**src/rtl/cfg_lane_pkg.sv**
```systemverilog
package cfg_lane_pkg;

    localparam int CFG_LANES = 4;
    localparam int CFG_DW    = 8 * CFG_LANES;

    typedef enum logic [1:0] {
        CFG_SZ1     = 2'b00,
        CFG_SZ2     = 2'b01,
        CFG_SZ4     = 2'b10,
        CFG_SZ4_ALT = 2'b11
    } cfg_size_e;

    // Number of byte lanes an access of the given width touches
    function automatic logic [2:0] lane_count(input logic [1:0] code);
        case (cfg_size_e'(code))
            CFG_SZ1: return 3'd1;
            CFG_SZ2: return 3'd2;
            default: return 3'd4;
        endcase
    endfunction

endpackage

```
**src/rtl/cfg_lane_extract.sv**
```systemverilog
module cfg_lane_extract
    import cfg_lane_pkg::*;
(
    input  logic [CFG_DW-1:0] word_i,
    input  logic [1:0]        offs_i,
    input  logic [1:0]        size_i,
    output logic [CFG_DW-1:0] data_o
);
    logic [2:0] nbytes;
    assign nbytes = lane_count(size_i);

    // Output byte k takes stored lane (offs + k) mod 4
    for (genvar k = 0; k < CFG_LANES; k++) begin : g_out
        logic [1:0] src;
        assign src = offs_i + 2'(k);
        assign data_o[8*k +: 8] = (3'(k) < nbytes) ? word_i[8*src +: 8] : 8'h00;
    end
endmodule

```
**src/rtl/cfg_lane_merge.sv**
```systemverilog
module cfg_lane_merge
    import cfg_lane_pkg::*;
(
    input  logic [CFG_DW-1:0] word_i,
    input  logic [CFG_DW-1:0] wdata_i,
    input  logic [1:0]        offs_i,
    input  logic [1:0]        size_i,
    output logic [CFG_DW-1:0] word_o
);
    logic [2:0] nbytes;
    assign nbytes = lane_count(size_i);

    // Stored lane j is fed from data byte (j - offs) mod 4 when inside the access
    for (genvar j = 0; j < CFG_LANES; j++) begin : g_lane
        logic [1:0] rel;
        logic       en;
        assign rel = 2'(j) - offs_i;
        assign en  = {1'b0, rel} < nbytes;
        assign word_o[8*j +: 8] = en ? wdata_i[8*rel +: 8] : word_i[8*j +: 8];
    end
endmodule

```
**src/rtl/cfg_lane_align.sv**
```systemverilog
module cfg_lane_align
    import cfg_lane_pkg::*;
(
    input  logic [1:0] offs_i,
    input  logic [1:0] size_i,
    output logic       misaligned_o
);
    always_comb begin
        case (cfg_size_e'(size_i))
            CFG_SZ1: misaligned_o = 1'b0;
            CFG_SZ2: misaligned_o = offs_i[0];
            default: misaligned_o = (offs_i != 2'd0);
        endcase
    end
endmodule

```
**src/rtl/cfg_lane_unit.sv**
```systemverilog
module cfg_lane_unit
    import cfg_lane_pkg::*;
#(
    parameter int NUM_DEV  = 4,
    parameter int NUM_REGS = 8,
    parameter int SLOT_W   = 4,
    parameter int REG_W    = 4
) (
    input  logic              clk,
    input  logic              rst_n,
    input  logic              req_valid,
    input  logic              req_write,
    input  logic [SLOT_W-1:0] req_slot,
    input  logic [REG_W-1:0]  req_reg,
    input  logic [1:0]        req_offs,
    input  logic [1:0]        req_size,
    input  logic [31:0]       req_wdata,
    output logic [31:0]       rd_data,
    output logic              dev_present,
    output logic              err_pulse
);
    localparam int ENTRIES = NUM_DEV * NUM_REGS;
    localparam int ENTRY_W = (ENTRIES > 1) ? $clog2(ENTRIES) : 1;

    typedef struct packed {
        logic [ENTRIES-1:0][CFG_DW-1:0] regs;
        logic                           err;
    } state_t;

    state_t state_d, state_q;

    logic               dev_hit, reg_hit;
    logic [ENTRY_W-1:0] entry_idx;
    logic [CFG_DW-1:0]  cur_word, picked, merged;
    logic               misaligned;

    assign dev_hit   = 32'(req_slot) < 32'(NUM_DEV);
    assign reg_hit   = 32'(req_reg) < 32'(NUM_REGS);
    assign entry_idx = (dev_hit && reg_hit)
                     ? ENTRY_W'(32'(req_slot) * 32'(NUM_REGS) + 32'(req_reg))
                     : '0;
    assign cur_word  = state_q.regs[entry_idx];

    cfg_lane_extract u_extract (
        .word_i (cur_word),
        .offs_i (req_offs),
        .size_i (req_size),
        .data_o (picked)
    );

    cfg_lane_merge u_merge (
        .word_i  (cur_word),
        .wdata_i (req_wdata),
        .offs_i  (req_offs),
        .size_i  (req_size),
        .word_o  (merged)
    );

    cfg_lane_align u_align (
        .offs_i       (req_offs),
        .size_i       (req_size),
        .misaligned_o (misaligned)
    );

    always_comb begin
        state_d     = state_q;
        state_d.err = req_valid && misaligned;
        if (req_valid && req_write && dev_hit && reg_hit) begin
            state_d.regs[entry_idx] = merged;
        end
    end

    always_ff @(posedge clk or negedge rst_n) begin
        if (!rst_n) begin
            state_q <= '0;
        end else begin
            state_q <= state_d;
        end
    end

    always_comb begin
        if (!dev_hit) begin
            rd_data = '1;
        end else if (!reg_hit) begin
            rd_data = '0;
        end else begin
            rd_data = picked;
        end
    end

    assign dev_present = dev_hit;
    assign err_pulse   = state_q.err;
endmodule

```
**config.mk**
```make
export PLATFORM = sky130hd
export DESIGN_NAME = cfg_lane_unit
export DESIGN_NICKNAME = d
export VERILOG_FILES = /design/src/rtl/cfg_lane_pkg.sv /design/src/rtl/cfg_lane_extract.sv /design/src/rtl/cfg_lane_merge.sv /design/src/rtl/cfg_lane_align.sv /design/src/rtl/cfg_lane_unit.sv
export SDC_FILE = /design/constraint.sdc
export NUM_CORES = 2
export LEC_CHECK = 0
export BUFFER_PORTS_ARGS = -buffer_cell sky130_fd_sc_hd__buf_4
export CORE_ASPECT_RATIO = 1.4
export CORE_UTILIZATION = 45
export DETAILED_ROUTE_END_ITERATION = 10
export GPL_TIMING_DRIVEN = 0
export MAX_ROUTING_LAYER = met4
export PLACE_DENSITY = 0.64
export SYNTH_ARGS = -nofsm -noshare
export SYNTH_HDL_FRONTEND = slang
export SYNTH_SLANG_ARGS = --single-unit
```
**constraint.sdc**
```tcl
create_clock -name clk -period 4.8 [get_ports clk]
set_input_delay 0.96 -clock clk [delete_from_list [all_inputs] [get_ports clk]]
set_output_delay 0.96 -clock clk [all_outputs]
set_load 0.05 [all_outputs]
```
==> metrics.yaml <==
synth_edf_count: 0
vias: 42269
grt_antenna_before_repair: 5
ir_drop_uv: 358
fin_crit_ns: 4.88
drtIter0Drc: 5783
track_usage: 0.432
slowest_delay_ns: 0.58
fillers: 9219
place_area_um2: 49000
final_common_cell: "dfrtp_1"
drt_pass1_iterations: 6
grt_pass1_wl_um: 306000
rsz0062_at_grt: "yes"
final_util: 0.544
post-place-ws_ns: -2.30
outcome: "finished, violations left"
cts_tree: "yes"
yosysWarnings: 0
clockPowerShare: 0.409
cp_common_cell: "buf_12"
cts-buffers-inserted: 100
fp.dieW_um: 274
worst-path-buf-inv: 5
dp_hpwl_um: 157000
p_sw_frac: 0.294
synth_top_area_frac: 0.551
cp_max_fo: 7
multi_input_comb_area_um2: 20100
fin_skew_ns: 0.0302
async_flop_share: 1.00
syn-cell-area_um2: 46500
clock_latency_ns: 0.74
grt_remaining_overflow: 0
min_path_type: "input port to async pin"
setup_viol: 14
num_rows: 139
critPathRequiredTime_ns: 3.84
route.detailed.drc: 0
boundaryPins: 82
worst_slack_ns: -0.0814
syn_area_per_cell_um2: 9.69
synth_flop_cell: "dfrtp_1"
slew_headroom: 0.0713
criticalPathCategory: "input port to output port"
seq_power_share: 0.438
p_int_mw: 14.5
synth.distinct_cells: 62
timing.fmax_ghz: 0.205
p_leak_nw: 24.8
path_cells: "buf_8 > ha_4 > or4_4 > nor3_4 > clkbuf_16 > buf_12 > a22oi_2 > nand4_1 > buf_12 > o22ai_2 > a211o_1 > buf_6"
crit_arrival_ns: 3.92
cts_root_buf: "clkbuf_16"
cp-end-kind: "output port"
fin_cells: 6484
area_growth_pct: 19.8
core-area_um2: 102000
post_drt_via_cell_ratio: 6.52
portBuffers: 79
htreeDepth: 3
cpMaxStageDelayCell: "or4_4"
drive_gt1_frac: 0.169
start_util: 0.454
cts.path.max_buffers: 3
ys_seq_area_frac: 0.551
slew_violations: 0
die_y_um: 382
grt_pass1_vias: 40906
synth-seq-cells: 1025
p_comb_frac: 0.152
violations: "setup timing"
clkTransAtPathRegs_ns: 0.06
p_sw_mw: 6.05
cap_violations: 0
mostFrequentLayoutCells: "dfrtp_1 (1025), nand2_1 (844), o21ai_0 (546)"
total_power_mw: 20.6
synth_top_cell_by_area: "dfrtp_1"
die_area_um2: 105000
postRouteAntennaNets: 0
crit_cells: 12
cts_hold_buf: 0
finalSetupTns_ns: -0.360
worst_slew_pin_slew_ns: 1.35
synth.net_count: 4855
crit_family: "simple AND/OR/NAND/NOR gates"
min_period_over_period: 1.02
gp_congestion: 1.02
drt_wl_total_um: 219000
grt_max_degree: 168
ys_top_cells_by_area: "dfrtp_1 (55%), nand2_1 (6.8%), o21ai_0 (6.0%), mux2i_1 (6.0%), a21oi_1 (5.0%)"
numClockSinks: 1025
fin_nets: 5112
seq_area_um2: 25600
holdWs_ns: 0.122
pwr_density_cell_nw_per_um2: 370
synth_cells: 4800
wl_per_cell_um: 33.7
r2r_cells: 7
numPlacedInstances: 6226
cp-start-kind: "input port"
hold_viol_final: 0
ff2ff_setup_slack_ns: 1.44
final_area_um2: 55700
## power by group through the flow
| stage | sequential [mW] | clock, mW | combinational (mW) |
|---|---|---|---|
| after floorplan | 9.13 | 0 | 1.29 |
| after global placement | 9.18 | 0 | 2.69 |
| after detailed placement | 9.17 | 0 | 2.73 |
| after CTS | 9.02 | 8.41 | 2.97 |
| after global routing | 9.05 | 8.71 | 3.19 |
| final | 9.03 | 8.43 | 3.13 |
## routing by layer
layer	global-route usage	share of wire	up-vias
li1	-	-	17453
met5	-	0	-
met4	0.373	0.10	0
met1	0.502	0.35	21478
met2	0.631	0.45	2538
met3	0.0951	0.093	800
## state kept, by name, summed over array words and instances (netlist names)
signal	flops
state_q	1024
err_pulse	1
## synth_stat cells (7+ instances only)
library cell	number
o22ai_1	17
o221ai_1	239
nor2b_1	8
ha_1	7
mux2_2	9
a31oi_1	8
nor2_1	495
dfrtp_1	1025
nand2_1	844
or3_1	18
nand2_2	8
inv_1	7
and4_1	7
clkbuf_1	220
clkbuf_2	17
mux4_2	32
mux2i_1	277
a221oi_1	10
buf_4	25
buf_2	178
nor2_4	7
a21oi_1	464
a211oi_1	7
a211o_1	15
nand4_1	25
nor3_1	13
a22oi_1	114
buf_1	17
o21ai_1	34
a21o_1	29
o21ai_0	556
## kinds of logic after synthesis
group | count (synthesis) | share of synthesized area
multiplexers | 325 | 0.0795
adder cells (fa/ha/maj) | 7 | 0.00188
AND/OR/NAND/NOR | 1456 | 0.125
XOR/XNOR | 2 | 0.000377
flip-flops | 1025 | 0.551
buffers and inverters | 468 | 0.0455
AO/OA/AOI/OAI | 1517 | 0.196
## timing repair
action,CTS,global route
resized for setup,496,165
setup endpoints to repair,1052,44
pin swaps,55,56
buffers inserted,47,28
cloned,2,2
endpoints found under the hold margin,0,0
## layout make-up
cell class,instances,share of cell area
inverters,8,0.000539
clock buffers,142,0.0525
multi-input cells,3307,0.361
plain buffers,449,0.0555
well taps,1339,0.0301
diodes,7,0.000314
flip-flops and latches,1025,0.460
clock inverters,41,0.00882
repair buffers,166,0.0310
## worst paths after layout
path | end | start
setup / recovery | rd_data[7] | req_slot[0]
hold / removal | state_q[254]$_DFFE_PN0P_ | rst_n
setup reg to reg | state_q[934]$_DFFE_PN0P_ | state_q[582]$_DFFE_PN0P_
hold reg to reg | state_q[741]$_DFFE_PN0P_ | state_q[741]$_DFFE_PN0P_
max in group asynchronous | state_q[812]$_DFFE_PN0P_ | rst_n
min in group clk | err_pulse$_DFF_PN0_ | req_valid
(Power assumes the default switching activity.)
